**src/rtl/gpio_port_pkg.sv**
```systemverilog
package gpio_port_pkg;

    localparam int ADDR_W = 3;

    localparam logic [ADDR_W-1:0] A_DOUT   = 3'd0;
    localparam logic [ADDR_W-1:0] A_DSET   = 3'd1;
    localparam logic [ADDR_W-1:0] A_DCLR   = 3'd2;
    localparam logic [ADDR_W-1:0] A_DIN    = 3'd3;
    localparam logic [ADDR_W-1:0] A_WMASK  = 3'd4;
    localparam logic [ADDR_W-1:0] A_MODE_L = 3'd5;
    localparam logic [ADDR_W-1:0] A_MODE_H = 3'd6;

    localparam int MODE_W = 4;

    typedef enum logic [MODE_W-1:0] {
        MODE_ANALOG = 4'h0,
        MODE_PP     = 4'h1,
        MODE_FLOAT  = 4'h4,
        MODE_OD     = 4'h5,
        MODE_PULL   = 4'h8,
        MODE_ALT    = 4'h9
    } pin_mode_e;

    typedef struct packed {
        logic oe;
        logic val;
        logic pull_en;
        logic pull_up;
        logic od;
        logic ana;
        logic alt;
    } pad_ctl_t;

endpackage

```
**src/rtl/gpio_regs.sv**
```systemverilog
module gpio_regs
    import gpio_port_pkg::*;
#(
    parameter int NPINS  = 8,
    parameter int DATA_W = 16
) (
    input  logic                    clk,
    input  logic                    rst_n,
    input  logic [ADDR_W-1:0]       addr,
    input  logic                    we,
    input  logic [DATA_W-1:0]       wdata,
    input  logic [NPINS-1:0]        in_data,
    output logic [DATA_W-1:0]       rdata,
    output logic [NPINS-1:0]        dout_q,
    output logic [NPINS-1:0]        wmask_q,
    output logic [NPINS*MODE_W-1:0] mode_q
);

    localparam int HALF_W = NPINS * MODE_W / 2;
    localparam int MODE_TOT = NPINS * MODE_W;

    logic [NPINS-1:0] wbits;
    assign wbits = wdata[NPINS-1:0];

    always_ff @(posedge clk or negedge rst_n) begin
        if (!rst_n) begin
            dout_q  <= '0;
            wmask_q <= '0;
            mode_q  <= {NPINS{MODE_FLOAT}};
        end else if (we) begin
            unique case (addr)
                A_DOUT:   dout_q  <= wbits;
                A_DSET:   dout_q  <= dout_q | wbits;
                A_DCLR:   dout_q  <= dout_q & ~wbits;
                A_WMASK:  wmask_q <= wbits;
                A_MODE_L: mode_q[HALF_W-1:0] <= wdata[HALF_W-1:0];
                A_MODE_H: mode_q[MODE_TOT-1:HALF_W] <= wdata[HALF_W-1:0];
                default:  ;
            endcase
        end
    end

    always_comb begin
        rdata = '0;
        unique case (addr)
            A_DOUT, A_DSET, A_DCLR: rdata[NPINS-1:0] = dout_q;
            A_DIN:    rdata[NPINS-1:0]  = in_data;
            A_WMASK:  rdata[NPINS-1:0]  = wmask_q;
            A_MODE_L: rdata[HALF_W-1:0] = mode_q[HALF_W-1:0];
            A_MODE_H: rdata[HALF_W-1:0] = mode_q[MODE_TOT-1:HALF_W];
            default:  rdata = '0;
        endcase
    end

endmodule

```
**src/rtl/gpio_pin_ctl.sv**
```systemverilog
module gpio_pin_ctl
    import gpio_port_pkg::*;
(
    input  logic [MODE_W-1:0] mode,
    input  logic              dout_bit,
    input  logic              alt_bit,
    output pad_ctl_t          ctl
);

    always_comb begin
        ctl = '0;
        unique case (mode)
            MODE_ANALOG: ctl.ana = 1'b1;
            MODE_PULL: begin
                ctl.pull_en = 1'b1;
                ctl.pull_up = dout_bit;
            end
            MODE_PP: begin
                ctl.oe  = 1'b1;
                ctl.val = dout_bit;
            end
            MODE_OD: begin
                ctl.od = 1'b1;
                ctl.oe = ~dout_bit;
            end
            MODE_ALT: begin
                ctl.oe  = 1'b1;
                ctl.alt = 1'b1;
                ctl.val = alt_bit;
            end
            default: ctl = '0;
        endcase
    end

endmodule

```
**src/rtl/gpio_wake.sv**
```systemverilog
module gpio_wake #(
    parameter int NPINS = 8
) (
    input  logic             clk,
    input  logic             rst_n,
    input  logic [NPINS-1:0] pin_in,
    input  logic [NPINS-1:0] wmask,
    output logic             pending
);

    logic [NPINS-1:0] prev_q;

    always_ff @(posedge clk or negedge rst_n) begin
        if (!rst_n) prev_q <= '0;
        else        prev_q <= pin_in;
    end

    assign pending = |(wmask & (pin_in ^ prev_q));

endmodule

```
**src/rtl/gpio_port8.sv**
```systemverilog
module gpio_port8
    import gpio_port_pkg::*;
#(
    parameter int NPINS  = 8,
    parameter int DATA_W = 16
) (
    input  logic              clk,
    input  logic              rst_n,
    input  logic [ADDR_W-1:0] bus_addr,
    input  logic              bus_we,
    input  logic [DATA_W-1:0] bus_wdata,
    output logic [DATA_W-1:0] bus_rdata,
    input  logic [NPINS-1:0]  pin_in,
    input  logic [NPINS-1:0]  alt_out,
    output logic [NPINS-1:0]  pad_oe,
    output logic [NPINS-1:0]  pad_out,
    output logic [NPINS-1:0]  pad_pull_en,
    output logic [NPINS-1:0]  pad_pull_up,
    output logic [NPINS-1:0]  pad_od,
    output logic [NPINS-1:0]  pad_ana,
    output logic [NPINS-1:0]  pad_alt,
    output logic              wake_pending
);

    logic [NPINS-1:0]        dout_q;
    logic [NPINS-1:0]        wmask_q;
    logic [NPINS*MODE_W-1:0] mode_q;
    logic [NPINS-1:0]        in_data;

    assign in_data = pin_in | pad_ana;

    gpio_regs #(.NPINS(NPINS), .DATA_W(DATA_W)) u_regs (
        .clk     (clk),
        .rst_n   (rst_n),
        .addr    (bus_addr),
        .we      (bus_we),
        .wdata   (bus_wdata),
        .in_data (in_data),
        .rdata   (bus_rdata),
        .dout_q  (dout_q),
        .wmask_q (wmask_q),
        .mode_q  (mode_q)
    );

    for (genvar p = 0; p < NPINS; p++) begin : g_pin
        pad_ctl_t ctl;
        gpio_pin_ctl u_ctl (
            .mode     (mode_q[p*MODE_W +: MODE_W]),
            .dout_bit (dout_q[p]),
            .alt_bit  (alt_out[p]),
            .ctl      (ctl)
        );
        assign pad_oe[p]      = ctl.oe;
        assign pad_out[p]     = ctl.val;
        assign pad_pull_en[p] = ctl.pull_en;
        assign pad_pull_up[p] = ctl.pull_up;
        assign pad_od[p]      = ctl.od;
        assign pad_ana[p]     = ctl.ana;
        assign pad_alt[p]     = ctl.alt;
    end

    gpio_wake #(.NPINS(NPINS)) u_wake (
        .clk     (clk),
        .rst_n   (rst_n),
        .pin_in  (pin_in),
        .wmask   (wmask_q),
        .pending (wake_pending)
    );

endmodule

```
**config.mk**
```make
export PLATFORM = sky130hd
export DESIGN_NAME = gpio_port8
export DESIGN_NICKNAME = d
export VERILOG_FILES = /design/src/rtl/gpio_port_pkg.sv /design/src/rtl/gpio_regs.sv /design/src/rtl/gpio_pin_ctl.sv /design/src/rtl/gpio_wake.sv /design/src/rtl/gpio_port8.sv
export SDC_FILE = /design/constraint.sdc
export NUM_CORES = 1
export LEC_CHECK = 0
export ABC_AREA = 1
export BUFFER_PORTS_ARGS = -buffer_cell sky130_fd_sc_hd__buf_4
export CELL_PAD_IN_SITES_DETAIL_PLACEMENT = 1
export CELL_PAD_IN_SITES_GLOBAL_PLACEMENT = 1
export CORE_ASPECT_RATIO = 1.4
export CORE_MARGIN = 4
export CORE_UTILIZATION = 32
export DETAILED_ROUTE_END_ITERATION = 7
export PLACE_DENSITY_LB_ADDON = 0.1
export SLEW_MARGIN = 10
export SYNTH_ARGS = -nofsm -noshare
export SYNTH_HDL_FRONTEND = slang
export SYNTH_SLANG_ARGS = --single-unit
```
**constraint.sdc**
```tcl
create_clock -name clk -period 0.9 [get_ports clk]
set_input_delay 0.09 -clock clk [delete_from_list [all_inputs] [get_ports clk]]
set_output_delay 0.09 -clock clk [all_outputs]
set_load 0.02 [all_outputs]
```
==> results of run 1 <==
[synthesized netlist by cell type]
cell,number
a21oi_1,14
buf_2,6
buf_6,6
clkbuf_1,1
dfrtp_1,48
dfstp_2,8
inv_1,85
inv_2,3
nand2_1,140
nand2_2,1
nand2_4,2
nand3_1,53
nand3_2,1
nand4_1,7
nor2_1,47
nor2_2,1
nor2_4,3
nor2_8,1
nor3_1,16
o21ai_0,24
o21ai_1,2
o21ai_2,28
o22ai_1,8
[per-layer routing]
metal / GRT usage, % / vias up / share of wire (%)
met5: 0 / - / 0
met4: 7.10 / 0 / 5.4
li1: - / 2143 / -
met1: 28.9 / 2534 / 35
met2: 52.5 / 242 / 55
met3: 4.50 / 95 / 5.1
[worst max-delay path, stage by stage (launching register included)]
cell     delay, ps
dfstp_2        620
buf_6          130
nand3_2         90
nand2_2        100
nor2_2          50
nand2_2         50
buf_6          110
[through the flow]
stage	instances	TNS (ps)	power [µW]
3_5_place_dp	852	-22070	8890
4_1_cts	893	-35390	12800
5_1_grt	911	-45590	14800
2_1_floorplan	505	-4810	6190
6_report	911	-41880	14300
3_3_place_gp	852	-19350	8700
[state kept, by name (all words and copies together), names as in the netlist]
| signal | flops |
|---|---|
| u_wake.prev_q | 8 |
| u_regs.dout_q | 8 |
| u_regs.mode_q | 32 |
| u_regs.wmask_q | 8 |
[repair_timing]
action,CTS,global route
pin swaps,66,66
gates resized for setup,240,111
endpoints found under the setup margin,83,105
hold endpoints to repair,61,0
setup buffers,27,25
hold buffers,9,0
gates cloned,0,4
[kinds of logic (layout without fill, tap and decap cells)]
family / after synthesis / after routing / share of synthesized area (%)
DFF: 56 / 56 / 40.0
AOI/OAI and AO/OA: 76 / 76 / 14.0
buffers and inverters: 101 / 365 / 12.2
and+or+nand+nor: 272 / 273 / 33.7
[final cells by class]
class | instances | share of cell area (%)
inverters | 88 | 4.97
multi-input cells | 349 | 35.9
well taps | 141 | 2.33
flip-flops and latches | 56 | 18.7
repair buffers | 269 | 36.1
clock inverters | 2 | 0.132
clock buffers | 6 | 1.84
[where the power goes]
part / switching, µW / internal (µW) / total, µW
Clock: 1070 / 1110 / 2170
Sequential: 637 / 3040 / 3670
Combinational: 4590 / 3880 / 8470
[worst max path at each step]
| stage | from | to | slack [ps] | cells past startpoint |
|---|---|---|---|---|
| 2_1_floorplan | u_regs.mode_q[7] | bus_rdata[1] | -190 | 5 |
| 3_3_place_gp | u_regs.mode_q[10] | bus_rdata[2] | -250 | 6 |
| 3_5_place_dp | u_regs.mode_q[6] | bus_rdata[1] | -290 | 6 |
| 4_1_cts | u_regs.mode_q[6] | bus_rdata[6] | -590 | 6 |
| 5_1_grt | u_regs.mode_q[2] | bus_rdata[2] | -720 | 6 |
| 6_report | u_regs.mode_q[2] | bus_rdata[2] | -660 | 6 |
==> metrics.md, run 1 <==
| Metric | Value |
|---|---|
| Outcome | `finished, violations left` |
| Failing checks | `negative setup slack` |
| Num Clock Sinks | `56` |
| Worst Tran Pin Value | `330 ps` |
| Yosys cell types | `23` |
| Final HPWL DP | `approximately 11,000 µm` |
| Core Area | `10,800 µm²` |
| Min-delay worst type | `in2reg` |
| Min-Delay Endpoint | `u_regs.mode_q[15]` |
| Commonest cells after routing, fill and taps aside | `buf_6, buf_4, nand2_1` |
| TritonRoute pass-1 iters | `5` |
| Final hold vios | `0` |
| Die width | `96.7 µm` |
| Chip height | `132 µm` |
| CTS tree | `done` |
| Via count of the routed design | `5,014` |
| Hold WS | `roughly 7 ps` |
| Largest net degree at the start of global routing | `32` |
| Routed length per instance | `25.2 µm` |
| Ranking of synthesized cells by area | `dfrtp_1, nand2_1, inv_1` |
| RSZ-0062 raised after global routing | `yes` |
| Antenna-violating nets left | `0` |
| Remaining global-route overflow | `0` |
| Commonest non-fill, non-tap cell in the layout | `buf_6` |
| Drt total wl | `approximately 23,000 µm` |
| Critical Path Start Type | `flip-flop` |
| Critical Path RT | `roughly 810 ps` |
| Worst-skew pair later-pin latency | `310 ps` |
| Number of synthesized register bits | `56` |
| Worst reg2reg path depth | `5` |
| Tot GR Track Use | `26.7%` |
| R2R Path End | `u_regs.mode_q[30]` |
| Top cell type's share of synthesized area | `34.0%` |
| Post-place instance area | `5680 µm²` |
| Die area | `12,800 µm²` |
| Final Critical Period | `1560 ps` |
| Leakage power figure | `0.00359 µW` |
| Reg2Reg Launch Point | `u_regs.mode_q[30]` |
| Clock skew | `0 ps` |
| WP data arrival | `1470 ps` |
| TritonCTS Buffers | `5` |
| Critical path peak fanout | `3` |
| Site row count | `45` |
| Post-Layout Inst Area | `~7600 µm²` |
| Synthesized Nets | `roughly 540` |
| Period utilisation layout | `174%` |
| Slew headroom | `just under 80%` |
| Warnings from Yosys | `0` |
| Syn Std Cell Area | `3530 µm²` |
| Hold path depth | `3` |
| Post-Synthesis Cells | `between 500 and 600` |
| Initial core utilization | `32.6%` |
| Achievable frequency | `640 MHz` |
| Dpl ws | `-291 ps` |
| Max Cap Viol | `0` |
| Post-synthesis sequential area ratio | `between 30% and 40%` |
| CTS H-tree depth | `2` |
| Max Slew Vio Count | `0` |
| NumNets Final | `about 810` |
| CTS max path bufs | `2` |
| Clock transition at path regs | `80 ps` |
| First-pass GRT wire length | `27,700 µm` |
| Area of the multi-input gates | `2710 µm²` |
| Area growth, synth to finish | `114%` |
| Vias in the first global route | `roughly 5,200` |
| Post-synth top area cell | `dfrtp_1` |
| CP Class | `reg2out` |
| Final worst setup slack | `-662 ps` |
| Fill cell count | `1,161` |
| Gpl congestion | `between 0.8 and 0.9` |
| Initial antenna violation count | `0` |
| Syn avg cell area | `6.99 µm²` |
| CTS root buf | `clkbuf_16` |
| PortBufs | `110` |
| Hold path start | `bus_wdata[15]` |
| Vias/cell | `5.50` |
| Fin util | `between 60% and 70%` |
| Critical Path Sink Type | `primary output` |
| Residual DRC | `0` |
| Storage cell area | `1420 µm²` |
| I/O pins | `111` |
| R2R setup slack | `-260 ps` |
| Power Dens Cells | `1890 nW/µm²` |
| # setup viols final | `106` |
| Initial DRC count | `245` |
| Layout cells sized above 1 | `68.2%` |
| Maximum vdd drop | `0.00113 V` |
| ANT cells | `0` |
Power figures use the tool's default switching activity.
==> inputs of run 2 (changes only) <==
CORE_ASPECT_RATIO = 0.7   (was 1.4)
SETUP_SLACK_MARGIN = 0.05   (was unset)
==> run 2 against run 1 <==
The flow now stops in global routing. Area after synthesis unchanged. Synthesized cell count unchanged.
==> metrics.md, run 2 <==
| Metric | Value |
|---|---|
| Site row count | `31 (was 45)` |
| First error | `[ERROR DPL-0033] detailed placement checks failed during check placement.` |
| Syn Std Cell Area | `3530 µm² (unchanged)` |
| Ranking of synthesized cells by area | `dfrtp_1, nand2_1, inv_1 (unchanged)` |
| Number of synthesized register bits | `56 (unchanged)` |
| Worst endpoint after global-route timing repair | `bus_rdata[2]` |
| Die width | `134 µm (was 96.7 µm)` |
| Worst endpoint type | `primary output` |
| Largest net degree at the start of global routing | `19` |
| Number of flops mapped to enable cells by yosys | `0 (unchanged)` |
| PortBufs | `110 (unchanged)` |
| Synth async-reset ratio | `100% (unchanged)` |
| Chip height | `95.9 µm (was 132 µm)` |
| Most common cell in the netlist | `nand2_1 (unchanged)` |
| Syn avg cell area | `6.99 µm² (unchanged)` |
| Commonest cells post-synth | `nand2_1, inv_1, nand3_1 (unchanged)` |
| Synthesized Nets | `543 (unchanged)` |
| Post-synth top area cell | `dfrtp_1 (unchanged)` |
| Outcome | `stopped before the end (was finished, violations left)` |
| Num Clock Sinks | `56 (unchanged)` |
| Dpl ws | `-334 ps (was -291 ps)` |
| Initial core utilization | `33.4% (was 32.6%)` |
| Post-Synthesis Cells | `505 (unchanged)` |
| Initial antenna violation count | `1` |
| Gpl congestion | `0.885 (was 0.849)` |
| Ys flop type | `dfrtp_1 (unchanged)` |
| Top cell type's share of synthesized area | `34.0% (unchanged)` |
| CTS root buf | `clkbuf_16 (unchanged)` |
| CTS H-tree depth | `2 (unchanged)` |
| I/O pins | `111 (unchanged)` |
| TritonCTS Buffers | `5 (unchanged)` |
| Yosys cell types | `23 (unchanged)` |
| Final HPWL DP | `11,800 µm (was 10,900 µm)` |
| Post-synthesis sequential area ratio | `40.0% (unchanged)` |
| CTS max path bufs | `2 (unchanged)` |
| Warnings from Yosys | `0 (unchanged)` |
| Stop stage | `global routing` |
==> run 2: cell counts after synthesis <==
No cell type changed its count.
==> run 2: timing repair <==
item | in CTS
setup endpoints to repair | 112
setup buffers | 56
endpoints found under the hold margin | 58
cloned | 6
pin swaps | 74
resized for setup | 268
hold buffers | 8
==> run 2: logic make-up after synthesis <==
family	synth area share, %
AOI/OAI and AO/OA	14.0
buffers and inverters	12.2
DFF	40.0
and+or+nand+nor	33.7
==> run 2: stage by stage <==
step           instances  setup TNS, ps  cell area (µm²)  util (%)
3_3_place_gp         856         -24960             5810      55.1
4_1_cts              927         -36300             7590      72.0
2_1_floorplan        505          -4660             4010         -
3_5_place_dp         856         -27990             5810      55.1
==> inputs of run 3 (changes only) <==
CELL_PAD_IN_SITES_DETAIL_PLACEMENT = unset   (was 1)
CELL_PAD_IN_SITES_GLOBAL_PLACEMENT = unset   (was 1)
CORE_ASPECT_RATIO = unset   (was 0.7)
CORE_UTILIZATION = 25   (was 32)
PLACE_DENSITY_LB_ADDON = 0.15   (was 0.1)
SETUP_SLACK_MARGIN = unset   (was 0.05)
clock period = 1.2 ns   (was 0.9 ns; I/O delays follow)
==> run 3 against run 2 <==
The flow now finishes, with violations (negative setup slack).
==> metrics.md, run 3 (synthesis gave the netlist of run 1 again) <==
| Metric | Value |
|---|---|
| Met2 WL | `6820 µm` |
| Power, Total | `roughly 9000 µW` |
| Hold WS | `38.6 ps` |
| Critical Path, Cell by Cell | `inv_2 > nand2_2 > nor2_4 > o21ai_1 > nand2_1 > buf_6` |
| Die width | `127 µm (was 134 µm)` |
| CTS tree | `done` |
| Area growth, synth to finish | `89.4%` |
| NumNets Final | `756` |
| Remaining global-route overflow | `0` |
| Vias in the first global route | `about 4,300` |
| Final Critical Period | `1530 ps` |
| Failing checks | `negative setup slack` |
| Min-delay worst type | `in2reg` |
| First-pass GRT wire length | `21,600 µm` |
| Commonest non-fill, non-tap cell in the layout | `nand2_1` |
| WP data arrival | `1410 ps` |
| Storage cell area | `1420 µm²` |
| Final worst setup slack | `-328 ps` |
| Critical Path RT | `1080 ps` |
| Dpl ws | `-49.9 ps (was -334 ps)` |
| Num Clock Sinks | `56 (unchanged)` |
| Worst Path Buf+Inv | `2` |
| Core Area | `13,800 µm²` |
| Leakage power figure | `0.00319 µW` |
| Register name with the most flops | `u_regs.mode_q` |
| Clock transition at path regs | `80 ps` |
| Via count of the routed design | `4,088` |
| Vias/cell | `4.55` |
| Layout cells sized above 1 | `59.4%` |
| TritonCTS Buffers | `5 (unchanged)` |
| Site row count | `43 (was 31)` |
| Achievable frequency | `655 MHz` |
| PortBufs | `110 (unchanged)` |
| CP max-delay cell | `dfstp_2` |
| I/O pins | `111 (unchanged)` |
| Area of the multi-input gates | `2390 µm²` |
| Max Cap Viol | `0` |
| Final HPWL DP | `9790 µm (was 11,800 µm)` |
| CP Class | `reg2out` |
| Tot GR Track Use | `16.7%` |
| Gpl congestion | `0.798 (was 0.885)` |
| # setup viols final | `73` |
| Largest net degree at the start of global routing | `28` |
| TritonRoute pass-1 iters | `4` |
| CP max stage delay | `approximately 550 ps` |
| Die area | `roughly 16,000 µm²` |
| DR top layer | `met4` |
| ANT cells | `0` |
| CTS max path bufs | `2 (unchanged)` |
| Cell family with most CP delay | `flip-flops` |
| Critical Path Start Type | `flip-flop` |
| Metal3 WL | `between 600 and 700 µm` |
| Initial antenna violation count | `0` |
| Worst Tran Pin Value | `roughly 320 ps` |
| Clock skew | `0 ps` |
| Worst-skew pair later-pin latency | `about 300 ps` |
| Max Slew Vio Count | `0` |
| Period utilisation layout | `127%` |
| Outcome | `finished, violations left (was stopped before the end)` |
| Final hold vios | `0` |
| Initial core utilization | `25.5% (was 33.4%)` |
| Drt total wl | `13,700 µm` |
| Slew headroom | `78.8%` |
| Power Dens Cells | `1380 nW/µm²` |
| Commonest cells after routing, fill and taps aside | `nand2_1, buf_4, buf_6` |
| Routed length per instance | `approximately 15 µm` |
| Initial DRC count | `181` |
| Residual DRC | `0` |
| CTS H-tree depth | `2 (unchanged)` |
| Met1 WL | `around 6000 µm` |
| RSZ-0062 raised after global routing | `yes` |
| Critical Path Sink Type | `primary output` |
| Largest register FFs | `32` |
| Maximum vdd drop | `0.000639 V` |
| Chip height | `127 µm (was 95.9 µm)` |
| CTS root buf | `clkbuf_16 (unchanged)` |
| Fill cell count | `1,294` |
| Antenna-violating nets left | `0` |
| Critical path peak fanout | `3` |
-- run 3: worst paths after layout --
kind                                   start                end  slack (ps)  cells after the start
max                        u_regs.mode_q[26]       bus_rdata[6]        -330                      6
min                            bus_wdata[12]  u_regs.mode_q[28]          40                      3
max reg2reg                 u_regs.mode_q[2]   u_regs.mode_q[2]          30                      5
min reg2reg                u_regs.wmask_q[5]  u_regs.wmask_q[5]         530                      2
max in group asynchronous              rst_n   u_regs.mode_q[2]         400                      3
min in group asynchronous              rst_n  u_regs.mode_q[29]         250                      2
-- run 3: worst register-to-register path, delay by kind of cell (launching register included) --
family	cells	cell delay (ps)
compound gates	1	90
buf+inv	4	400
flops	1	620
-- run 3: power breakdown --
| part | total, µW | switching (µW) | internal (µW) |
|---|---|---|---|
| clock | 1560 | 724 | 836 |
| combinational | 5020 | 2630 | 2380 |
| sequential | 2670 | 396 | 2280 |
| total | 9250 | 3750 | 5500 |
-- run 3: per-stage QoR --
stage	setup TNS, ps	cell area (µm²)	instances	utilization, %
floorplan	-195	3590	505	-
global placement	-201	5120	846	37.0
detailed placement	-258	5120	846	37.0
CTS	-14300	6200	883	44.8
global route	-17790	6680	899	48.3
finish	-14110	6680	899	48.3
-- run 3: what timing repair did --
| action | in CTS | in global routing |
|---|---|---|
| setup buffers | 20 | 19 |
| gates resized for setup | 222 | 105 |
| hold endpoints to repair | 26 | 0 |
| endpoints found under the setup margin | 73 | 73 |
| pin swaps | 53 | 45 |
| hold buffers | 9 | 0 |
-- run 3: layout make-up --
| class | instances | share of cell area [%] |
|---|---|---|
| Tap cell | 180 | 3.37 |
| Multi-Input combinational cell | 348 | 35.8 |
| Inverter | 88 | 5.39 |
| Timing Repair Buffer | 219 | 32.0 |
| Sequential cell | 56 | 21.2 |
| Clock inverter | 1 | 0.112 |
| Clock buffer | 7 | 2.13 |
-- run 3: layer usage --
metal	GRT usage (%)	vias to the layer above
met1	21.9	1930
li1	-	2052
met2	28.6	91
met4	3.79	0
met5	0	-
met3	3.20	15
==> inputs of run 4 (changes only) <==
TNS_END_PERCENT = 10   (was unset)
==> run 4 against run 3 <==
The run still ends with negative setup slack left. Fmax fell by 0.23%. Largest power group unchanged. Global-route usage is 0.97 points lower. Register-to-register slack lost 290 ps. Final cell count fell by 2.0%. First-iteration DRC count decreased by 15%. Non-clock buffer count shrank 18. Power fell by 11%. Cell area shrank 8.9%.
==> metrics.md, run 4 (synthesis gave the netlist of run 1 again) <==
| Metric | Value |
|---|---|
| CP max-delay cell | `dfstp_2 (unchanged)` |
| CTS H-tree depth | `2 (unchanged)` |
| PortBufs | `110 (unchanged)` |
| Die width | `127 µm (unchanged)` |
| Final HPWL DP | `9620 µm (was 9790 µm)` |
| Area growth, synth to finish | `72.5% (was 89.4%)` |
| RSZ-0062 raised after global routing | `yes (unchanged)` |
| CP most frequent cell | `buf_6` |
| Tot GR Track Use | `15.7% (was 16.7%)` |
| Maximum vdd drop | `0.000803 V (was 0.000639 V)` |
| CP Class | `reg2out (unchanged)` |
| Drt total wl | `12,700 µm (was 13,700 µm)` |
| CTS tree | `done (unchanged)` |
| Placed instance count | `858 (was 846)` |
| Fin util | `44.0% (was 48.3%)` |
| Critical path peak fanout | `5 (was 3)` |
| TritonCTS Buffers | `5 (unchanged)` |
| Post-place instance area | `5160 µm² (was 5120 µm²)` |
| Routed length per instance | `14.4 µm (was 15.3 µm)` |
| Layout cells sized above 1 | `52.4% (was 59.4%)` |
| Failing checks | `negative setup slack (unchanged)` |
| Register name with the most flops | `u_regs.mode_q (unchanged)` |
| Clock skew | `0 ps (unchanged)` |
| First-pass GRT wire length | `20,800 µm (was 21,600 µm)` |
| Gpl congestion | `0.836 (was 0.798)` |
| Min-delay worst type | `in2reg (unchanged)` |
| Worst Tran Pin Value | `318 ps (was 317 ps)` |
| Critical Path RT | `1080 ps (about the same)` |
| Critical Path Sink Type | `primary output (unchanged)` |
| Num Clock Sinks | `56 (unchanged)` |
| Critical Path Start Type | `flip-flop (unchanged)` |
| I/O pins | `111 (unchanged)` |
| Final worst setup slack | `-331 ps (was -328 ps)` |
| Layout Cells excl Fill | `881 (was 899)` |
| Die area | `16,100 µm² (unchanged)` |
| Vias/cell | `4.49 (was 4.55)` |
| Slew headroom | `78.7% (was 78.8%)` |
| Largest register FFs | `32 (unchanged)` |
| Critical Path, Cell by Cell | `inv_2 > buf_6 > nand3_4 > inv_4 > nand2_4 > o21ai_4 > buf_6 (was inv_2 > nand2_2 > nor2_4 > o21ai_1 > nand2_1 > buf_6)` |
| Setup crit start | `u_regs.mode_q[26] (unchanged)` |
| Initial antenna violation count | `0 (unchanged)` |
| Vias in the first global route | `4,155 (was 4,269)` |
| Commonest non-fill, non-tap cell in the layout | `buf_4 (was nand2_1)` |
| Initial core utilization | `25.5% (unchanged)` |
| Hold path depth | `3 (unchanged)` |
| Residual DRC | `0 (unchanged)` |
| Worst reg2reg path depth | `8 (was 5)` |
| Initial DRC count | `153 (was 181)` |
| Hold WS | `42.3 ps (was 38.6 ps)` |
| Worst Path Buf+Inv | `4 (was 2)` |
| Chip height | `127 µm (unchanged)` |
| Final hold vios | `0 (unchanged)` |
| CP max stage delay | `560 ps (was 550 ps)` |
| Core Area | `13,800 µm² (unchanged)` |
| Hold path start | `bus_wdata[12] (unchanged)` |
| Period utilisation layout | `128% (was 127%)` |
| CTS max path bufs | `2 (unchanged)` |
| Reg2Reg Launch Point | `u_regs.mode_q[18] (was u_regs.mode_q[2])` |
| TritonRoute pass-1 iters | `4 (unchanged)` |
| Worst-skew pair later-pin latency | `290 ps (was 300 ps)` |
| Post-Layout Inst Area | `6090 µm² (was 6680 µm²)` |
| Via count of the routed design | `3,956 (was 4,088)` |
| Power Dens Cells | `1360 nW/µm² (was 1380 nW/µm²)` |
| Largest net degree at the start of global routing | `26 (was 28)` |
| Levels on crit path | `7 (was 6)` |
| Clock transition at path regs | `70 ps (was 80 ps)` |
| Final Critical Period | `1530 ps (about the same)` |
| Site row count | `43 (unchanged)` |
| Max Cap Viol | `0 (unchanged)` |
| Remaining global-route overflow | `0 (unchanged)` |
| ANT cells | `0 (unchanged)` |
| # setup viols final | `74 (was 73)` |
| Leakage power figure | `0.00302 µW (was 0.00319 µW)` |
| CTS root buf | `clkbuf_16 (unchanged)` |
| Antenna-violating nets left | `0 (unchanged)` |
| Max Slew Vio Count | `0 (unchanged)` |
| Commonest cells after routing, fill and taps aside | `buf_4, nand2_1, buf_6 (was nand2_1, buf_4, buf_6)` |
| Cell family with most CP delay | `flip-flops (unchanged)` |
| NumNets Final | `738 (was 756)` |
| Outcome | `finished, violations left (unchanged)` |
| Achievable frequency | `653 MHz (was 655 MHz)` |
| WP data arrival | `1410 ps (about the same)` |
-- run 4: repair_timing --
item	in CTS	in global routing
pin swaps	24	17
endpoints found under the hold margin	61	0
hold buffers	9	0
endpoints found under the setup margin	73	74
gates resized for setup	143	77
setup buffers	7	2
-- run 4: area by class of cell --
class / instances / area (µm²)
Multi-Input combinational cell: 348 / 2120
Sequential cell: 56 / 1410
Tap cell: 180 / 225
Inverter: 88 / 355
Clock buffer: 7 / 133
Clock inverter: 1 / 5.00
Timing Repair Buffer: 201 / 1840
Fill cell: 1376 / 7740
-- run 4: power breakdown --
group / internal, µW / leakage (µW) / switching (µW)
combinational: 1960 / 0.00229 / 2250
sequential: 2270 / 0.000663 / 344
clock: 776 / 0.0000679 / 679
-- run 4: worst min-delay path, delay by kind of cell --
| family | cells | cell delay [ps] |
|---|---|---|
| AOI/OAI and AO/OA | 1 | 40 |
| buffers and inverters | 1 | 90 |
| and+or+nand+nor | 1 | 50 |
-- run 4: final timing paths --
path                                     end  slack, ps
min in group asynchronous   u_regs.mode_q[8]        250
setup reg to reg           u_regs.mode_q[18]       -260
max in group asynchronous   u_regs.mode_q[6]        460
hold / removal             u_regs.mode_q[28]         40
setup / recovery                  pad_out[6]       -330
hold reg to reg            u_regs.wmask_q[0]        530
-- run 4: metrics by stage --
step	setup WS (ps)	total power (µW)	TNS (ps)
after floorplan	-102	4160	-644
after global placement	-111	5850	-1100
after detailed placement	-93.9	5880	-1510
after CTS	-300	7960	-14100
after global routing	-371	8770	-17730
final	-331	8280	-13580
-- run 4: layer usage --
metal | up-vias | GRT usage (%) | part of all wire (%) | wire (µm)
met1 | 1837 | 21.6 | 45 | 5660
met2 | 106 | 25.6 | 48 | 6110
met5 | - | 0 | 0 | 0
met3 | 12 | 3.66 | 6.1 | 780
li1 | 2001 | - | - | -
met4 | 0 | 2.84 | 1.0 | 133
